[src/rtl/pixu_pkg.sv]
package pixu_pkg;

   localparam int WORD_W = 32;
   localparam int IDX_W  = 8;
   localparam int RGB_W  = 24;
   localparam int CNT_W  = $clog2(WORD_W);

   typedef enum logic [2:0] {
      DEP_1   = 3'd0,
      DEP_2   = 3'd1,
      DEP_4   = 3'd2,
      DEP_8   = 3'd3,
      DEP_16  = 3'd4,
      DEP_32  = 3'd5,
      DEP_565 = 3'd6,
      DEP_12  = 3'd7
   } depth_e;

   typedef enum logic [1:0] {
      ORD_LE      = 2'd0,
      ORD_BYTE_BE = 2'd1,
      ORD_PIX_BE  = 2'd2
   } order_e;

   typedef enum logic [2:0] {
      FMT_NONE = 3'd0,
      FMT_5551 = 3'd1,
      FMT_565  = 3'd2,
      FMT_444  = 3'd3,
      FMT_888  = 3'd4
   } fmt_e;

   // log2 of the slot width a depth code occupies in the word
   function automatic logic [2:0] slot_lg(input logic [2:0] d);
      case (depth_e'(d))
         DEP_1:   slot_lg = 3'd0;
         DEP_2:   slot_lg = 3'd1;
         DEP_4:   slot_lg = 3'd2;
         DEP_8:   slot_lg = 3'd3;
         DEP_32:  slot_lg = 3'd5;
         default: slot_lg = 3'd4;
      endcase
   endfunction

endpackage

[src/rtl/pixu_field_pick.sv]
module pixu_field_pick
   import pixu_pkg::*;
(
   input  logic [WORD_W-1:0] word,
   input  logic [CNT_W-1:0]  slot,
   input  logic [2:0]        lg,
   input  order_e            order,
   output logic [RGB_W-1:0]  field
);

   localparam int OFF_W = CNT_W + 1;

   logic [OFF_W-1:0] bpp;
   logic [OFF_W-1:0] pos;
   logic [OFF_W-1:0] off;
   logic [WORD_W-1:0] shifted;

   always_comb begin
      bpp = OFF_W'(1) << lg;
      pos = {1'b0, slot} << lg;
      case (order)
         ORD_BYTE_BE: off = OFF_W'(WORD_W) - (({1'b0, slot} + OFF_W'(1)) << lg);
         ORD_PIX_BE: begin
            if (lg < 3'd3)
               off = {pos[OFF_W-1:3], 3'b000} + OFF_W'(8) - bpp - {{(OFF_W-3){1'b0}}, pos[2:0]};
            else
               off = pos;
         end
         default: off = pos;
      endcase
      shifted = word >> off;
      field   = shifted[RGB_W-1:0];
   end

endmodule

[src/rtl/pixu_color.sv]
module pixu_color
   import pixu_pkg::*;
#(
   parameter int EXTENDED = 0
) (
   input  logic [RGB_W-1:0] field,
   input  logic [2:0]       depth,
   input  logic             bgr,
   input  logic [1:0]       fmt_sel,
   output logic [RGB_W-1:0] rgb
);

   fmt_e fmt;
   logic red_low;
   logic [7:0] lo, mid, hi;

   generate
      if (EXTENDED != 0) begin : g_ext
         always_comb begin
            red_low = bgr;
            case (depth_e'(depth))
               DEP_16:  fmt = FMT_5551;
               DEP_565: fmt = FMT_565;
               DEP_12:  fmt = FMT_444;
               DEP_32:  fmt = FMT_888;
               default: fmt = FMT_NONE;
            endcase
         end
      end else begin : g_base
         always_comb begin
            red_low = bgr;
            case (depth_e'(depth))
               DEP_16: begin
                  case (fmt_sel)
                     2'd1:    fmt = FMT_5551;
                     2'd3: begin
                        fmt     = FMT_565;
                        red_low = 1'b1;
                     end
                     default: fmt = FMT_565;
                  endcase
               end
               DEP_32:  fmt = FMT_888;
               default: fmt = FMT_NONE;
            endcase
         end
      end
   endgenerate

   always_comb begin
      lo  = '0;
      mid = '0;
      hi  = '0;
      case (fmt)
         FMT_5551: begin
            lo  = {field[4:0], 3'b000};
            mid = {field[9:5], 3'b000};
            hi  = {field[14:10], 3'b000};
         end
         FMT_565: begin
            lo  = {field[4:0], 3'b000};
            mid = {field[10:5], 2'b00};
            hi  = {field[15:11], 3'b000};
         end
         FMT_444: begin
            lo  = {field[3:0], 4'b0000};
            mid = {field[7:4], 4'b0000};
            hi  = {field[11:8], 4'b0000};
         end
         FMT_888: begin
            lo  = field[7:0];
            mid = field[15:8];
            hi  = field[23:16];
         end
         default: ;
      endcase
      rgb = red_low ? {lo, mid, hi} : {hi, mid, lo};
   end

endmodule

[src/rtl/pixu_pitch.sv]
module pixu_pitch
   import pixu_pkg::*;
#(
   parameter int COL_W = 12
) (
   input  logic [COL_W-1:0] cols,
   input  logic [2:0]       depth,
   output logic [COL_W+1:0] line_bytes
);

   localparam int LB_W = COL_W + 2;

   logic [LB_W-1:0] c;

   always_comb begin
      c = LB_W'(cols);
      case (depth_e'(depth))
         DEP_1:   line_bytes = c >> 3;
         DEP_2:   line_bytes = c >> 2;
         DEP_4:   line_bytes = c >> 1;
         DEP_8:   line_bytes = c;
         DEP_32:  line_bytes = c << 2;
         default: line_bytes = c << 1;
      endcase
   end

endmodule

[src/rtl/pix_unpack.sv]
module pix_unpack
   import pixu_pkg::*;
#(
   parameter int COL_W    = 12,
   parameter int EXTENDED = 0
) (
   input  logic                clk,
   input  logic                rst_n,
   input  logic                in_valid,
   input  logic [WORD_W-1:0]   in_data,
   output logic                in_ready,
   output logic                out_valid,
   input  logic                out_ready,
   output logic [IDX_W-1:0]    out_index,
   output logic [RGB_W-1:0]    out_rgb,
   input  logic [2:0]          depth,
   input  logic                big_byte,
   input  logic                big_pix,
   input  logic                bgr,
   input  logic [1:0]          fmt_sel,
   input  logic [COL_W-1:0]    cols,
   output logic [COL_W+1:0]    line_bytes
);

   generate
      if (COL_W < 4 || COL_W > 24) begin : g_bad_colw
         $error("pix_unpack: COL_W must lie in 4..24");
      end
      if (EXTENDED != 0 && EXTENDED != 1) begin : g_bad_ext
         $error("pix_unpack: EXTENDED must be 0 or 1");
      end
   endgenerate

   logic              full;
   logic [CNT_W-1:0]  slot;
   logic [WORD_W-1:0] word;
   logic [2:0]        lg;
   logic [CNT_W-1:0]  last_slot;
   logic              last;
   order_e            order;
   logic [RGB_W-1:0]  field;
   logic [RGB_W-1:0]  rgb_dec;
   logic [IDX_W-1:0]  idx_mask;

   assign lg        = slot_lg(depth);
   assign last_slot = CNT_W'((CNT_W+1)'(WORD_W) >> lg) - CNT_W'(1);
   assign last      = (slot == last_slot);
   assign order     = big_byte ? ORD_BYTE_BE : (big_pix ? ORD_PIX_BE : ORD_LE);

   always_ff @(posedge clk or negedge rst_n) begin
      if (!rst_n) begin
         full <= 1'b0;
         slot <= '0;
         word <= '0;
      end else if (!full) begin
         if (in_valid) begin
            word <= in_data;
            full <= 1'b1;
            slot <= '0;
         end
      end else if (out_ready) begin
         if (last)
            full <= 1'b0;
         else
            slot <= slot + CNT_W'(1);
      end
   end

   pixu_field_pick u_pick (
      .word  (word),
      .slot  (slot),
      .lg    (lg),
      .order (order),
      .field (field)
   );

   pixu_color #(.EXTENDED(EXTENDED)) u_color (
      .field   (field),
      .depth   (depth),
      .bgr     (bgr),
      .fmt_sel (fmt_sel),
      .rgb     (rgb_dec)
   );

   pixu_pitch #(.COL_W(COL_W)) u_pitch (
      .cols       (cols),
      .depth      (depth),
      .line_bytes (line_bytes)
   );

   always_comb begin
      case (lg)
         3'd0:    idx_mask = 8'h01;
         3'd1:    idx_mask = 8'h03;
         3'd2:    idx_mask = 8'h0F;
         3'd3:    idx_mask = 8'hFF;
         default: idx_mask = 8'h00;
      endcase
   end

   assign in_ready  = ~full;
   assign out_valid = full;
   assign out_index = field[IDX_W-1:0] & idx_mask;
   assign out_rgb   = (lg >= 3'd4) ? rgb_dec : '0;

endmodule

[config.mk]
export PLATFORM = sky130hd
export DESIGN_NAME = pix_unpack
export DESIGN_NICKNAME = d
export VERILOG_FILES = /design/src/rtl/pixu_pkg.sv /design/src/rtl/pixu_field_pick.sv /design/src/rtl/pixu_color.sv /design/src/rtl/pixu_pitch.sv /design/src/rtl/pix_unpack.sv
export SDC_FILE = /design/constraint.sdc
export NUM_CORES = 1
export LEC_CHECK = 0
export BUFFER_PORTS_ARGS = -buffer_cell sky130_fd_sc_hd__buf_2
export CORE_MARGIN = 10
export CORE_UTILIZATION = 30
export DETAILED_ROUTE_END_ITERATION = 8
export PLACE_DENSITY_LB_ADDON = 0.25
export REMOVE_ABC_BUFFERS = 1
export SLEW_MARGIN = 20
export SYNTH_ARGS = -nofsm -noshare
export SYNTH_HDL_FRONTEND = slang
export SYNTH_HIERARCHICAL = 1
export SYNTH_SLANG_ARGS = --single-unit
[constraint.sdc]
create_clock -name clk -period 8.6 [get_ports clk]
set_clock_uncertainty 0.1 [all_clocks]
set_input_delay 0.43 -clock clk [delete_from_list [all_inputs] [get_ports clk]]
set_output_delay 0.43 -clock clk [all_outputs]
set_load 0.02 [all_outputs]
Word level (Yosys, flattened, before mapping)
Cells that the tools add are included.
- shift operators: 5
- bitwise gates (word level): 2
- $lt $le $gt $ge: 2
- muxes and demuxes: 24
- reduce and logical (&&, ||, !) cells: 6
- equal/unequal tests: 19
- add/subtract/negate cells: 7
- operators with widths (operator ; count):
    $pmux W8 S4 ; 3
    $pmux W14 S5 ; 1
    $mux W24 ; 2
    $shr A32 B6 Y24 ; 1
    $pmux W8 S3 ; 1
    $mux W5 ; 4
    $eq A3 B2 Y1 const B ; 6
    $pmux W3 S5 ; 1
    $pmux W6 S2 ; 1
    $eq A3 B1 Y1 const B ; 3
    $eq A3 B3 Y1 const B ; 3
    $and A8 B8 Y8 ; 1
    $add A5 B1 Y6 const B ; 1
    $add A6 B4 Y6 const B ; 1
    $logic_not A3 Y1 ; 2
    $mux W1 ; 6
    $mux W2 ; 3
    $mux W6 ; 1
    $pmux W3 S2 ; 1
    $shl A1 B3 Y6 const A ; 1
    $shl A5 B3 Y6 ; 1
    $shl A6 B3 Y6 ; 1
    $shr A6 B3 Y5 const A ; 1
    $sub A6 B3 Y6 ; 1
    15 further kinds ; 18
- output and inout port bits: 48
- input bits: 56
- register bits after elaboration: 38

Logic depth before layout (Yosys ltp)
- word-level depth: 12
- depth in mapped cells: 24
- mapped depth without buffers: 21

By module
The synthesis kept the hierarchy.
- modules (own cells, without submodules) (module ; cells each ; area each (um^2) ; times used ; seq. area each (um^2)):
    pixu_field_pick ; 420 ; 3156.8 ; 1 ; 0.0
    pix_unpack ; 161 ; 1930.6 ; 1 ; 950.9
    pixu_color ; 97 ; 737.0 ; 1 ; 0.0
    pixu_pitch ; 94 ; 683.2 ; 1 ; 0.0

Worst setup path before layout
Ideal clock, no wire load.
- path kind: input to output
- from: input port depth[2]
- to: output port out_rgb[7]
- arrival: 4959 ps
- stages on the path: 23
- setup slack: 3111 ps
- cell sequence: clkbuf_1 clkbuf_1 a21oi_1 buf_2 mux2_4 nand2_4 inv_2 ha_1 inv_1 ha_1 ha_1 fa_1 nand3_1 a21boi_0 o21ai_0 a21boi_2 clkbuf_1 a31oi_1 a311oi_1 and3b_1 a211oi_1 o32ai_1 and2_1
- cells in the longest elaborated chain, start to end: 12
- elaborated cells between the ends (all ways): 30
- RTL lines (what ; RTL line ; source):
    start, declared ; pix_unpack.sv:16 ; input logic [2:0] depth,
    $eq A3 B3 Y1 (tied with other cells) ; pixu_pkg.sv:35 ; case (depth_e'(d))
    $pmux W3 S5 * ; pixu_pkg.sv:35 ;
    net lg[0] ; pix_unpack.sv:37 ; logic [2:0] lg;
    $shl A5 B3 Y6 ; pixu_field_pick.sv:20 ; pos = {1'b0, slot} << lg;
    $add A6 B4 Y6 ; pixu_field_pick.sv:25 ; off = {pos[OFF_W-1:3], 3'b000} + OFF_W'(8) - bpp - {{(OFF_W-3){1'b0}}, pos[2:0]};
    $sub A6 B6 Y6 ; pixu_field_pick.sv:25 ;
    $sub A6 B3 Y6 ; pixu_field_pick.sv:25 ;
    $mux W6 ; pixu_field_pick.sv:24 ; if (lg < 3'd3)
    $pmux W6 S2 * ; pixu_field_pick.sv:21 ; case (order)
    $shr A32 B6 Y24 * ; pixu_field_pick.sv:31 ; shifted = word >> off;
    net field[14] ; pix_unpack.sv:41 ; logic [RGB_W-1:0] field;
    $pmux W8 S4 * ; pixu_color.sv:54 ; case (fmt)
    $mux W24 * ; pixu_color.sv:77 ; rgb = red_low ? {lo, mid, hi} : {hi, mid, lo};
    net rgb_dec[7] ; pix_unpack.sv:42 ; logic [RGB_W-1:0] rgb_dec;
    $mux W24 * ; pix_unpack.sv:104 ; assign out_rgb = (lg >= 3'd4) ? rgb_dec : '0;
    end, declared ; pix_unpack.sv:15 ; output logic [RGB_W-1:0] out_rgb,
The timed path passes the listed nets; every way through them passes the cells marked *.

Final worst setup path
- from: input port depth[2]
- to: output port out_rgb[23]
- cells in the longest elaborated chain, start to end: 12
- elaborated cells between the ends (all ways): 30
- RTL lines (what ; RTL line):
    $eq A3 B3 Y1 (tied with other cells) ; pixu_pkg.sv:35
    $pmux W3 S5 * ; pixu_pkg.sv:35
    net lg[1] ; pix_unpack.sv:37
    $shl A5 B3 Y6 ; pixu_field_pick.sv:20
    $add A6 B4 Y6 ; pixu_field_pick.sv:25
    $sub A6 B6 Y6 ; pixu_field_pick.sv:25
    $sub A6 B3 Y6 ; pixu_field_pick.sv:25
    $mux W6 ; pixu_field_pick.sv:24
    $pmux W6 S2 * ; pixu_field_pick.sv:21
    $shr A32 B6 Y24 * ; pixu_field_pick.sv:31
    net field[7] ; pix_unpack.sv:41
    $pmux W8 S3 * ; pixu_color.sv:54
    $mux W24 * ; pixu_color.sv:77
    net rgb_dec[23] ; pix_unpack.sv:42
    $mux W24 * ; pix_unpack.sv:104
Marked as above.

==> results.md <==
- The flow ran to the end, and the final reports show no timing, DRC or antenna violations.
- The post-synthesis adder-cell area fraction is under 10%.
- Along the worst path, the maximum fanout reaches 36.
- The clock root buffer master is sky130_fd_sc_hd__clkbuf_16.
- The number of distinct standard cells referenced by the synthesized netlist is 96.
- Summed over all failing endpoints, the final setup total negative slack is 0 ns.
- The worst register-to-register path ends at slot[0].
- The Yosys step of the flow raised 6 warnings.
- The internal power of the cells totals around 0.0011 W.
- Combinational logic burns between 60% and 70% of the power.
- The largest vdd supply drop is approximately 140 uV.
- After the first detailed-routing iteration, the DRC count stood at between 500 and 600.
- Summed over all cells, the static leakage comes to ~3.3 nW.
- The synthesized netlist devotes ~23% of its cell area to compound gates.
- The critical path starts at depth[2].
- The clock network power share is 11.8%.
- The data arrival time of the worst path is between 6 and 7 ns.
- STA classifies the critical path endpoint as a primary output.
- The number of antenna violations at the first check in global routing is 0.
- The post-CTS setup buffer count is 0.
- The worst-margin pin slew is around 0.97 ns.
- The worst slew margin relative to its limit is approximately a third.
- The global-route usage over all layers is a little over an eighth.
- The number of hold-slack violations in the final timing report came to 0.
- The most frequently used flop master after synthesis is sky130_fd_sc_hd__dfrtp_1.
- The number of global-route vias before repair was 5928.
- Once the floorplan was initialized, standard cells occupied a little under a third of the core.
- Summed over all layers, the routed wires come to 20.2 mm.
- The worst-skew pair later-pin latency is 0.30 ns.
- Summing the areas of all and, or, nand and nor instances in the mapped netlist gives a little under a quarter of the synthesized area.
- The number of standard-cell rows in the floorplan is 53.
- After clock tree synthesis, the clock-pin slew on the worst setup and hold paths is 0.07 ns.
- Setup violations remaining at the end of the flow were counted as 0.
- Summing over every cut layer, the via total after detailed routing is 6193.
- Once layout is done, the placed cells without fillers occupy around 7200 um^2.
- Counting the buffers created by CTS gives 5.
- For this run, asynchronously set or reset flops after synthesis account for 100%.
- Dividing the detail-routed wire length by the instance count gives approximately 18 um.
- The number of antenna diodes is 0.
- The routed via count divided by cell count is approximately 5.6.
- Entering global routing, the biggest net connects a little over 70 pins.
- The number of hold buffers added after CTS is 0.
- The standard cell area after detailed placement is 7040 um^2.
- The die is approximately 170 um wide.
- The first detailed-routing pass ran for 5 iterations.
- The final period demand of the worst path is 7.18 ns.
- The buffer levels on the longest clock path is 2.
- In this run the critical register-to-register path is launched from slot[1].
- The floorplan step defined a die boundary enclosing roughly 28000 um^2.
- Counting tap cells, the placed design contains a total of ~1.1k instances.
- The net switching power is ~0.0011 W.
- At the worst endpoint, the required time is a little over 8 ns.
- The sequential group share of total power is between 10% and 20%.
- The post-route netlist has approximately 26% of its cells at a drive strength greater than 1.
- The worst hold path belongs to the class primary input to asynchronous set/reset pin.
- The growth of design area from synthesis to finish is 11.1%.
- The start-to-end type of the worst setup path is primary input to primary output.
- The synthesized design contains 0 enable-type register cells.
- The global route total overflow is 0.
- After synthesis the cells add up to about 6500 um^2.
- The most common library cell in the layout ignoring fill and taps is sky130_fd_sc_hd__buf_2.
- The worst reg2reg path depth is 4.
- The clock tree synthesis step divided the H-tree into 2 levels.
- For this run, the top clock speed supported by timing is 139 MHz.
- The final layout net count is 900.
- After synthesis, the share of cell area in mux cells is 26.3%.
- After synthesis, flip-flops and latches occupy ~15% of the total area.
- In the finished design, the share of the clock period the worst path needs comes to a little over four fifths.
- The placed wire-length estimate is around 16 mm.
- The count of unresolved DRC violations after routing is 0.
- Setup repair after global routing left no endpoint under its margin.
- Hold is met by between 0.15 and 0.2 ns.
- The number of nets still failing antenna checks after routing is 0.
- Buffers placed on the I/O ports in this run total approximately 100.
- The cell count after synthesis is just under 800.
- Each instance of the synthesized netlist takes up on average roughly 8.4 um^2.
- After the flow finishes, the layout carries non-filler instances totaling around 1.1k.
- After synthesis, the largest family of logic cells by area is multiplexers.
- Post-CTS repair changed the size of 0 cells.
- The worst setup path is launched from a primary input.
- The clock drives 38 sinks.
- The number of top-level design ports is between 100 and 150.
- The wire length of the first global-routing pass is around 33 mm.
- In the layout the commonest cells are sky130_fd_sc_hd__buf_2, sky130_fd_sc_hd__mux2i_1, sky130_fd_sc_hd__nand2_1.
- The xor/xnor share of the synthesized area is 1.46%.
- The die is around 170 um tall.
- Net switching is about 50% of the power.
- The TritonCTS clock tree is yes.
- The synthesized design contains 38 register bits.
- The core area is between 20000 and 25000 um^2.
- In this run the register-to-register setup slack is 6.54 ns.
- The weighted congestion at the end of routability-driven global placement is 0.859.
- The power per unit of standard cell area is roughly 300 nW/um^2.
- The tool flagged a number of max-cap violations equal to 0.
- The number of slew-limit violations in the final report came to 0.
-- cell type report --
| type | count | area [um^2] |
|---|---|---|
| inverters | 19 | 71.3 |
| well taps | 275 | 344 |
| clock buffers | 5 | 125 |
| fillers | 2270 | 13900 |
| multi-input cells | 652 | 5100 |
| clock inverters | 3 | 68.8 |
| flip-flops and latches | 38 | 951 |
| repair buffers | 111 | 576 |
-- layer usage --
| layer | part of all wire (%) | vias to the layer above | GRT usage [%] |
|---|---|---|---|
| li1 | - | 3023 | - |
| met2 | 44 | 179 | 20.6 |
| met5 | 0 | - | 0 |
| met3 | 5.4 | 10 | 2.55 |
| met1 | 50 | 2981 | 19.7 |
| met4 | 0.51 | 0 | 1.93 |
-- power groups by stage --
| stage | Clock, W | Sequential, W | Combinational [W] |
|---|---|---|---|
| floorplan | 0 | 0.000352 | 0.00111 |
| global placement | 0 | 0.000405 | 0.00147 |
| detailed placement | 0 | 0.000407 | 0.00147 |
| CTS | 0.000256 | 0.000403 | 0.00148 |
| global route | 0.000267 | 0.000424 | 0.00163 |
| finish | 0.000253 | 0.000403 | 0.00149 |
-- stage by stage --
stage / util (%) / power [W] / setup slack (ns)
global placement: 33.3 / 0.00187 / 1.70
global route: 34.2 / 0.00232 / 0.880
finish: 34.2 / 0.00215 / 1.42
floorplan: - / 0.00146 / 1.65
CTS: 34.2 / 0.00214 / 1.47
detailed placement: 33.3 / 0.00188 / 1.50
-- state kept, by name, summed over array words and instances, names as in the netlist --
register,flops
out_valid,1
slot,5
word,32
-- synthesized netlist by cell type, types with 9 or more instances --
master / instances / area, um^2
sky130_fd_sc_hd__mux2i_1: 82 / 821
sky130_fd_sc_hd__nand2_1: 59 / 221
sky130_fd_sc_hd__mux2_2: 55 / 619
sky130_fd_sc_hd__a21oi_1: 45 / 225
sky130_fd_sc_hd__and2_1: 41 / 257
sky130_fd_sc_hd__nor2_1: 41 / 154
sky130_fd_sc_hd__dfrtp_1: 38 / 951
sky130_fd_sc_hd__buf_2: 24 / 120
sky130_fd_sc_hd__nor2b_1: 24 / 150
sky130_fd_sc_hd__nand2b_1: 18 / 113
sky130_fd_sc_hd__a211oi_1: 17 / 128
sky130_fd_sc_hd__a221oi_1: 17 / 149
sky130_fd_sc_hd__clkbuf_1: 16 / 60.1
sky130_fd_sc_hd__nor3_1: 16 / 80.1
sky130_fd_sc_hd__ha_1: 15 / 188
sky130_fd_sc_hd__inv_1: 14 / 52.6
sky130_fd_sc_hd__buf_6: 13 / 146
sky130_fd_sc_hd__o32ai_1: 12 / 105
sky130_fd_sc_hd__nand3_1: 10 / 50.1
sky130_fd_sc_hd__o21ai_0: 10 / 50.1
sky130_fd_sc_hd__and3b_1: 9 / 78.8
sky130_fd_sc_hd__buf_4: 9 / 67.6
sky130_fd_sc_hd__mux2_1: 9 / 101
sky130_fd_sc_hd__o21ai_1: 9 / 45.0
-- cell families (layout without fill, tap and decap cells) --
group                      count (synthesis)  count (layout)
xor gates and xnor gates                  10              10
AOI/OAI and AO/OA                        196             196
muxes                                    156             156
and+or+nand+nor                          273             273
DFF                                       38              38
buffers and inverters                     82             138
adders and majority gates                 17              17
-- critical path, stage by stage --
cell                       delay, ns
sky130_fd_sc_hd__buf_2          0.48
sky130_fd_sc_hd__and2b_2        0.44
sky130_fd_sc_hd__nor2_1         0.72
sky130_fd_sc_hd__nand2_4        0.22
sky130_fd_sc_hd__inv_2          0.23
sky130_fd_sc_hd__ha_1           0.18
sky130_fd_sc_hd__inv_1          0.04
sky130_fd_sc_hd__ha_1           0.27
sky130_fd_sc_hd__ha_1           0.23
sky130_fd_sc_hd__fa_1           0.44
sky130_fd_sc_hd__nand3_1        0.09
sky130_fd_sc_hd__a21boi_0       0.08
sky130_fd_sc_hd__o21ai_0        0.16
sky130_fd_sc_hd__a21boi_2       0.58
sky130_fd_sc_hd__buf_4          0.29
sky130_fd_sc_hd__nor2_1         0.06
sky130_fd_sc_hd__o32ai_1        0.73
sky130_fd_sc_hd__mux2_2         0.29
sky130_fd_sc_hd__nand2_1        0.07
sky130_fd_sc_hd__o221ai_1       0.21
sky130_fd_sc_hd__and2_1         0.18
sky130_fd_sc_hd__buf_2          0.18
-- worst max-delay path by stage --
stage	endpoint	slack (ns)	depth (start not counted)
detailed placement	out_rgb[23]	1.50	22
CTS	out_rgb[23]	1.47	22
finish	out_rgb[23]	1.42	22
global route	out_rgb[23]	0.88	22
floorplan	out_rgb[4]	1.65	19
global placement	out_rgb[23]	1.70	22
(Power assumes the default switching activity.)
